--- src/rtl/dmac_pkg.sv ---
package dmac_pkg;
  localparam int unsigned DATA_W  = 16;
  localparam int unsigned EN_BIT  = 15;
  localparam int unsigned DIR_BIT = 14;

  typedef struct packed {
    logic en;
    logic dir;
  } dmac_ctl_t;
endpackage

--- src/rtl/dmac_addr_reg.sv ---
module dmac_addr_reg #(
  parameter int unsigned ADDR_W = 22,
  parameter int unsigned LO_W   = 8,
  localparam int unsigned HI_W   = ADDR_W - 1 - LO_W,
  localparam int unsigned SEL_B  = HI_W + 1,
  localparam int unsigned CPU_AW = SEL_B + 1
) (
  input  logic              clk_i,
  input  logic              rst_ni,
  input  logic              wr_i,
  input  logic [CPU_AW-1:0] cpu_addr_i,
  input  logic              step_i,
  output logic [ADDR_W-1:0] addr_o
);
  // word address: byte bit 0 is not stored
  logic [HI_W-1:0] hi_q;
  logic [LO_W-1:0] lo_q;

  always_ff @(posedge clk_i or negedge rst_ni) begin
    if (!rst_ni) begin
      hi_q <= '0;
      lo_q <= '0;
    end else if (wr_i) begin
      if (cpu_addr_i[SEL_B]) hi_q <= cpu_addr_i[HI_W:1];
      else                   lo_q <= cpu_addr_i[LO_W:1];
    end else if (step_i) begin
      {hi_q, lo_q} <= {hi_q, lo_q} + 1'b1;
    end
  end

  assign addr_o = {hi_q, lo_q, 1'b0};

  p_lo_kept_r2: assert property (@(posedge clk_i) disable iff (!rst_ni)
    (wr_i && cpu_addr_i[SEL_B]) |=> addr_o[LO_W:1] == $past(addr_o[LO_W:1]));
  p_hi_kept_r3: assert property (@(posedge clk_i) disable iff (!rst_ni)
    (wr_i && !cpu_addr_i[SEL_B]) |=> addr_o[ADDR_W-1:LO_W+1] == $past(addr_o[ADDR_W-1:LO_W+1]));
  p_step_r8: assert property (@(posedge clk_i) disable iff (!rst_ni)
    (step_i && !wr_i) |=> addr_o == $past(addr_o) + ADDR_W'(2));
  p_hold_r9: assert property (@(posedge clk_i) disable iff (!rst_ni)
    (!step_i && !wr_i) |=> $stable(addr_o));
endmodule

--- src/rtl/dmac_cnt_reg.sv ---
module dmac_cnt_reg
  import dmac_pkg::*;
#(
  parameter int unsigned CNT_W = 14
) (
  input  logic              clk_i,
  input  logic              rst_ni,
  input  logic              wr_i,
  input  logic [DATA_W-1:0] wdata_i,
  input  logic              xfer_i,
  output logic [CNT_W-1:0]  cnt_o,
  output dmac_ctl_t         ctl_o,
  output logic              tc_o
);
  logic [CNT_W-1:0] cnt_q;
  dmac_ctl_t        ctl_q;
  logic             tc_q;
  logic             step;

  assign step = xfer_i && ctl_q.en && !wr_i;

  always_ff @(posedge clk_i or negedge rst_ni) begin
    if (!rst_ni) begin
      cnt_q <= '0;
      ctl_q <= '0;
      tc_q  <= 1'b0;
    end else if (wr_i) begin
      // load is pre-incremented
      cnt_q     <= wdata_i[CNT_W-1:0] + 1'b1;
      ctl_q.en  <= wdata_i[EN_BIT];
      ctl_q.dir <= wdata_i[DIR_BIT];
      tc_q      <= 1'b0;
    end else if (step) begin
      cnt_q <= cnt_q + 1'b1;
      if (&cnt_q) begin
        tc_q     <= 1'b1;
        ctl_q.en <= 1'b0;
      end
    end
  end

  assign cnt_o = cnt_q;
  assign ctl_o = ctl_q;
  assign tc_o  = tc_q;

  p_load_r5: assert property (@(posedge clk_i) disable iff (!rst_ni)
    wr_i |=> (cnt_o == $past(wdata_i[CNT_W-1:0]) + 1'b1) && !tc_o);
  p_wrap_r10: assert property (@(posedge clk_i) disable iff (!rst_ni)
    (!wr_i && xfer_i && ctl_o.en && (&cnt_o)) |=> (tc_o && !ctl_o.en && cnt_o == '0));
  p_tc_sticky_r10: assert property (@(posedge clk_i) disable iff (!rst_ni)
    (tc_o && !wr_i) |=> tc_o);
  p_idle_r9: assert property (@(posedge clk_i) disable iff (!rst_ni)
    (!wr_i && !ctl_o.en) |=> $stable(cnt_o) && !ctl_o.en);
endmodule

--- src/rtl/dmac_regs.sv ---
module dmac_regs
  import dmac_pkg::*;
#(
  parameter int unsigned ADDR_W = 22,
  parameter int unsigned LO_W   = 8,
  parameter int unsigned CNT_W  = 14,
  localparam int unsigned CPU_AW = ADDR_W - LO_W + 1,
  localparam int unsigned PAD_W  = DATA_W - CNT_W
) (
  input  logic              clk_i,
  input  logic              rst_ni,
  input  logic              addr_wr_i,
  input  logic [CPU_AW-1:0] cpu_addr_i,
  input  logic              cnt_wr_i,
  input  logic              cnt_size16_i,
  input  logic [DATA_W-1:0] cnt_wdata_i,
  input  logic              xfer_i,
  output logic [ADDR_W-1:0] dma_addr_o,
  output logic [DATA_W-1:0] cnt_rdata_o,
  output logic              dma_en_o,
  output logic              dma_dir_o,
  output logic              tc_o
);
  logic             cnt_wr;
  logic [CNT_W-1:0] cnt;
  dmac_ctl_t        ctl;

  assign cnt_wr = cnt_wr_i && cnt_size16_i;

  dmac_addr_reg #(.ADDR_W(ADDR_W), .LO_W(LO_W)) u_addr (
    .clk_i      (clk_i),
    .rst_ni     (rst_ni),
    .wr_i       (addr_wr_i),
    .cpu_addr_i (cpu_addr_i),
    .step_i     (xfer_i && ctl.en),
    .addr_o     (dma_addr_o)
  );

  dmac_cnt_reg #(.CNT_W(CNT_W)) u_cnt (
    .clk_i   (clk_i),
    .rst_ni  (rst_ni),
    .wr_i    (cnt_wr),
    .wdata_i (cnt_wdata_i),
    .xfer_i  (xfer_i),
    .cnt_o   (cnt),
    .ctl_o   (ctl),
    .tc_o    (tc_o)
  );

  generate
    if (PAD_W > 0) begin : g_pad
      assign cnt_rdata_o = {{PAD_W{1'b1}}, cnt};
    end else begin : g_nopad
      assign cnt_rdata_o = cnt;
    end
  endgenerate

  assign dma_en_o  = ctl.en;
  assign dma_dir_o = ctl.dir;

  p_ignore_r6: assert property (@(posedge clk_i) disable iff (!rst_ni)
    (cnt_wr_i && !cnt_size16_i && !(xfer_i && dma_en_o)) |=>
      $stable(cnt_rdata_o) && $stable(dma_en_o) && $stable(dma_dir_o) && $stable(tc_o));
  p_even_r4: assert property (@(posedge clk_i) disable iff (!rst_ni)
    !dma_addr_o[0]);
  p_cpu_wins_r11: assert property (@(posedge clk_i) disable iff (!rst_ni)
    (cnt_wr && xfer_i) |=> cnt_rdata_o[CNT_W-1:0] == $past(cnt_wdata_i[CNT_W-1:0]) + 1'b1);
endmodule

--- config.mk ---
export PLATFORM = sky130hd
export DESIGN_NAME = dmac_regs
export DESIGN_NICKNAME = d
export VERILOG_FILES = /design/src/rtl/dmac_pkg.sv /design/src/rtl/dmac_addr_reg.sv /design/src/rtl/dmac_cnt_reg.sv /design/src/rtl/dmac_regs.sv
export SDC_FILE = /design/constraint.sdc
export NUM_CORES = 1
export LEC_CHECK = 0
export CAP_MARGIN = 20
export CORE_ASPECT_RATIO = 1.25
export CORE_MARGIN = 2
export CORE_UTILIZATION = 60
export DETAILED_ROUTE_END_ITERATION = 10
export DONT_BUFFER_PORTS = 1
export PLACE_DENSITY = 0.77
export SYNTH_ARGS = -nofsm -noshare
export SYNTH_HDL_FRONTEND = slang
export SYNTH_SLANG_ARGS = --single-unit
export TNS_END_PERCENT = 1
--- constraint.sdc ---
create_clock -name clk_i -period 2.1 [get_ports clk_i]
set_input_delay 0.21 -clock clk_i [delete_from_list [all_inputs] [get_ports clk_i]]
set_output_delay 0.21 -clock clk_i [all_outputs]
set_load 0.01 [all_outputs]
==> impl_results.html <==
<table>
<tr><th>Metric</th><th>Value</th></tr>
<tr><th colspan="2">Routing</th></tr>
<tr><td>Routed vias</td><td>2,213</td></tr>
<tr><td>Detailed-route wire length per cell</td><td>17.0 µm</td></tr>
<tr><td>Violation count after the first detailed-route iteration</td><td>133</td></tr>
<tr><td>Per-cell via count in the routed design</td><td>6.06</td></tr>
<tr><td>TritonRoute pass-1 iters</td><td>4</td></tr>
<tr><td>Number of DRC violations after detailed routing</td><td>0</td></tr>
<tr><td>Routed wire length</td><td>6210 µm</td></tr>
<tr><td>Number of nets still failing antenna checks after routing</td><td>0</td></tr>
<tr><th colspan="2">Timing</th></tr>
<tr><td>Headroom to the max-slew limit</td><td>67.4%</td></tr>
<tr><td>Slew Limit Fails</td><td>0</td></tr>
<tr><td>Fin crit period</td><td>1.86 ns</td></tr>
<tr><td>Unrepaired setup endpoints after global routing</td><td>no</td></tr>
<tr><td>Final-report setup violation count</td><td>0</td></tr>
<tr><td>Worst clock skew</td><td>0.00713 ns</td></tr>
<tr><td>Share of the clock period used by the worst path after layout</td><td>88.8%</td></tr>
<tr><td>Transition time of the tightest slew-check pin</td><td>0.476 ns</td></tr>
<tr><td>Total negative setup slack</td><td>0 ns</td></tr>
<tr><td>Max Clk Rate</td><td>536 MHz</td></tr>
<tr><td>Endpoints failing hold</td><td>0</td></tr>
<tr><th colspan="2">Critical path</th></tr>
<tr><td>Crit-path cells</td><td>mux2_4, ha_2, nand4_1, o21ai_2, and3_4, and4bb_1, xnor2_1, mux2i_1</td></tr>
<tr><td>Max stage delay cell, worst path</td><td>sky130_fd_sc_hd__dfrtp_1</td></tr>
<tr><td>Required arrival time at the worst endpoint</td><td>2.27 ns</td></tr>
<tr><td>Element type at the critical path start</td><td>flop</td></tr>
<tr><td>Worst R2R Start</td><td>u_cnt.cnt_o[1]</td></tr>
<tr><td>Delay of the slowest cell on the worst path</td><td>0.40 ns</td></tr>
<tr><td>Crit Reg-Reg Endpoint</td><td>u_cnt.cnt_o[12]</td></tr>
<tr><td>Flop-to-flop setup slack</td><td>0.24 ns</td></tr>
<tr><td>Crit Path Max Fanout</td><td>4</td></tr>
<tr><td>Kind of cell adding the most delay to the critical path</td><td>simple AND/OR/NAND/NOR gates</td></tr>
<tr><td>Worst setup EP type</td><td>flop</td></tr>
<tr><td>Worst R2R Path Depth</td><td>8</td></tr>
<tr><td>Buffering stage count on the worst path with inverters included</td><td>0</td></tr>
<tr><td>Data arrival time of the critical path</td><td>2.03 ns</td></tr>
<tr><td>Classification of the worst setup path</td><td>flop to flop</td></tr>
<tr><th colspan="2">Yosys</th></tr>
<tr><td>Yosys Warn Count</td><td>0</td></tr>
<tr><td>Post-synthesis sequential area ratio</td><td>35.9%</td></tr>
<tr><td>Avg Cell Area, Syn</td><td>8.68 µm²</td></tr>
<tr><td>Syn Inst Count</td><td>305</td></tr>
<tr><td>Count of unique library cells instantiated by Yosys</td><td>39</td></tr>
<tr><td>Most area-hungry cell type in the Yosys netlist</td><td>sky130_fd_sc_hd__dfrtp_1</td></tr>
<tr><td>Synth top area cells</td><td>sky130_fd_sc_hd__dfrtp_1, sky130_fd_sc_hd__mux2i_1, sky130_fd_sc_hd__xnor2_1, sky130_fd_sc_hd__nand2_1, sky130_fd_sc_hd__a21oi_1</td></tr>
<tr><td>Count of state elements after synthesis</td><td>38</td></tr>
<tr><td>Netlist area before placement</td><td>0.00265 mm²</td></tr>
<tr><td>Fraction of synthesized cell area taken by the top area cell type</td><td>35.9%</td></tr>
<tr><th colspan="2">Power and ir drop</th></tr>
<tr><td>Static Leak</td><td>1.14 nW</td></tr>
<tr><td>Overall power consumption</td><td>2.32 mW</td></tr>
<tr><td>Power spent charging and discharging nets</td><td>828 µW</td></tr>
<tr><td>Portion of total power attributed to combinational logic</td><td>24.7%</td></tr>
<tr><td>Sequential fraction of design power</td><td>48.6%</td></tr>
<tr><td>Areal power density over the cells</td><td>817 mW/mm²</td></tr>
<tr><td>Maximum ir drop on the vdd rail</td><td>0.495 mV</td></tr>
<tr><td>Fraction of power spent switching nets</td><td>35.6%</td></tr>
<tr><td>Cell Int Power</td><td>1.50 mW</td></tr>
<tr><td>Clock Power Share</td><td>26.7%</td></tr>
<tr><th colspan="2">Clocking</th></tr>
<tr><td>Number of clock sinks</td><td>38</td></tr>
<tr><td>Library cell used as clock root buffer</td><td>sky130_fd_sc_hd__clkbuf_8</td></tr>
<tr><td>Hold buffers post-CTS</td><td>4</td></tr>
<tr><td>Total CTS buffers</td><td>5</td></tr>
<tr><td>Number of H-tree branching levels</td><td>2</td></tr>
<tr><td>TritonCTS clock tree</td><td>done</td></tr>
<tr><td>Maximum buffer depth of the clock tree</td><td>2</td></tr>
<tr><td>Clock latency of the later-clocked register in the worst-skew pair</td><td>0.29 ns</td></tr>
<tr><td>Post-CTS Repair Setup Buffers</td><td>0</td></tr>
<tr><td>Resize count post-CTS</td><td>0</td></tr>
<tr><td>Clock-pin slew on the worst setup and hold paths</td><td>0.08 ns</td></tr>
<tr><th colspan="2">Floorplanning</th></tr>
<tr><td>Total I/O pin count</td><td>78</td></tr>
<tr><td>Number of core rows</td><td>27</td></tr>
<tr><td>Area of the core</td><td>0.00432 mm²</td></tr>
<tr><td>Die extent in x</td><td>63.4 µm</td></tr>
<tr><td>Area of the die</td><td>0.00497 mm²</td></tr>
<tr><td>Starting Density</td><td>61.3%</td></tr>
<tr><td>DIE HEIGHT</td><td>78.3 µm</td></tr>
<tr><th colspan="2">Layout</th></tr>
<tr><td>Number of nets in the finished design</td><td>345</td></tr>
<tr><td>Most frequent cells in the layout</td><td>sky130_fd_sc_hd__nand2_1, sky130_fd_sc_hd__dfrtp_1, sky130_fd_sc_hd__mux2i_1, sky130_fd_sc_hd__nor2_1, sky130_fd_sc_hd__xnor2_1</td></tr>
<tr><td>Diodes inserted</td><td>0</td></tr>
<tr><td>Growth of design area from synthesis to finish</td><td>7.37%</td></tr>
<tr><td>Total of fill cells in the finished design</td><td>389</td></tr>
<tr><td>Commonest non-fill, non-tap cell in the layout</td><td>sky130_fd_sc_hd__nand2_1</td></tr>
<tr><td>Ratio of cells with drive above 1 in the final layout</td><td>9.12%</td></tr>
<tr><th colspan="2">GRT</th></tr>
<tr><td>Global-route wire length before repair</td><td>10,300 µm</td></tr>
<tr><td>Residual overflow from global routing</td><td>0</td></tr>
<tr><td>Number of antenna violations at the first check in global routing</td><td>0</td></tr>
<tr><td>Pin count of the biggest net entering global routing</td><td>39</td></tr>
<tr><td>Global-route total usage across every layer</td><td>26.3%</td></tr>
<tr><td>Number of global-route vias before repair</td><td>2,262</td></tr>
<tr><th colspan="2">Hold path</th></tr>
<tr><td>Hold wc startpoint</td><td>addr_wr_i</td></tr>
<tr><td>Count of cells along the worst hold path</td><td>1</td></tr>
<tr><td>Hold crit path type</td><td>input pin to flop</td></tr>
<tr><td>Hold Crit Endpoint</td><td>u_addr.hi_q[11]</td></tr>
<tr><th colspan="2">Placement</th></tr>
<tr><td>Post-DP HPWL</td><td>4360 µm</td></tr>
<tr><td>Count of buffers from port buffering</td><td>0</td></tr>
<tr><td>Routability congestion estimate</td><td>0.875</td></tr>
<tr><th colspan="2">Flow run</th></tr>
<tr><td>Max-Cap Viols</td><td>0</td></tr>
<tr><th colspan="2">Status</th></tr>
<tr><td>Result of the run</td><td>completed</td></tr>
</table>
metrics by stage:
step	setup WS, ns	instance area [µm²]	hold slack (ns)	cells	util (%)
3_3_place_gp	0.247	2690	-0.0848	353	62.2
2_1_floorplan	-0.00884	2690	-0.0856	306	-
3_5_place_dp	0.224	2690	-0.0848	353	62.2
4_1_cts	0.248	2840	0.00230	365	65.8
5_1_grt	0.127	2840	0.00114	365	65.8
6_report	0.236	2840	0.00992	365	65.8
registers in the layout, indices dropped and copies added, names as in the netlist:
register and flops:
u_addr.hi_q 13, u_addr.lo_q 8, u_cnt.cnt_o 14, u_cnt.ctl_o 2, u_cnt.tc_o 1
power groups by stage:
| stage | sequential, mW | clock [mW] | combinational (mW) |
|---|---|---|---|
| after floorplan | 1.11 | 0 | 0.451 |
| after global placement | 1.13 | 0 | 0.529 |
| after detailed placement | 1.14 | 0 | 0.547 |
| after CTS | 1.13 | 0.634 | 0.576 |
| after global routing | 1.15 | 0.659 | 0.641 |
| final | 1.13 | 0.621 | 0.574 |
final cells by class:
cell class | count | area, µm² | area share, %
Clock buffer | 7 | 76.3 | 2.68
Clock inverter | 1 | 30.0 | 1.06
Inverter | 2 | 7.51 | 0.264
Multi-Input combinational cell | 247 | 1600 | 56.1
Sequential cell | 38 | 951 | 33.4
Tap cell | 58 | 72.6 | 2.55
Timing Repair Buffer | 12 | 110 | 3.87
synth_stat cells, drive strengths merged:
cell / instances
nand2: 41
dfrtp: 38
mux2i: 27
nor2: 25
xnor2: 24
o21ai: 23
a21oi: 22
nand3: 16
nand4: 15
xor2: 12
clkbuf: 11
nor3: 9
buf: 8
and3: 7
and2: 4
mux2: 3
a31oi: 2
and4: 2
conb: 2
ha: 2
inv: 2
nor4: 2
o21a: 2
a22oi: 1
and4bb: 1
nor2b: 1
nor3b: 1
nor4b: 1
o221ai: 1
layer usage:
layer  track usage (%)  vias to the layer above  part of all wire [%]
met5                 0                        -                     0
met4              9.13                        0                   1.6
met3              8.60                       10                   8.0
met2              49.4                       90                    54
met1              26.9                     1047                    36
li1                  -                     1066                     -
logic make-up (layout without fill, tap and decap cells):
family | Yosys count | count (layout) | share of synthesized area [%]
compound gates | 51 | 51 | 10.9
flops | 38 | 38 | 35.9
other cells | 2 | 3 | 0.284
buf+inv | 21 | 22 | 4.39
simple gates | 125 | 125 | 24.1
mux | 30 | 30 | 11.6
xor+xnor | 36 | 36 | 11.9
fa+ha+maj | 2 | 2 | 0.945
worst max-delay path by stage:
stage	depth (start not counted)	end	from
after floorplan	14	u_cnt.cnt_o[12]	cnt_size16_i
after detailed placement	9	u_cnt.cnt_o[12]	cnt_size16_i
final	8	u_cnt.cnt_o[12]	u_cnt.cnt_o[1]
after CTS	8	u_cnt.cnt_o[12]	u_cnt.cnt_o[1]
after global routing	8	u_cnt.cnt_o[10]	u_cnt.cnt_o[1]
after global placement	9	u_cnt.cnt_o[12]	cnt_size16_i
(Power assumes the default switching activity.)
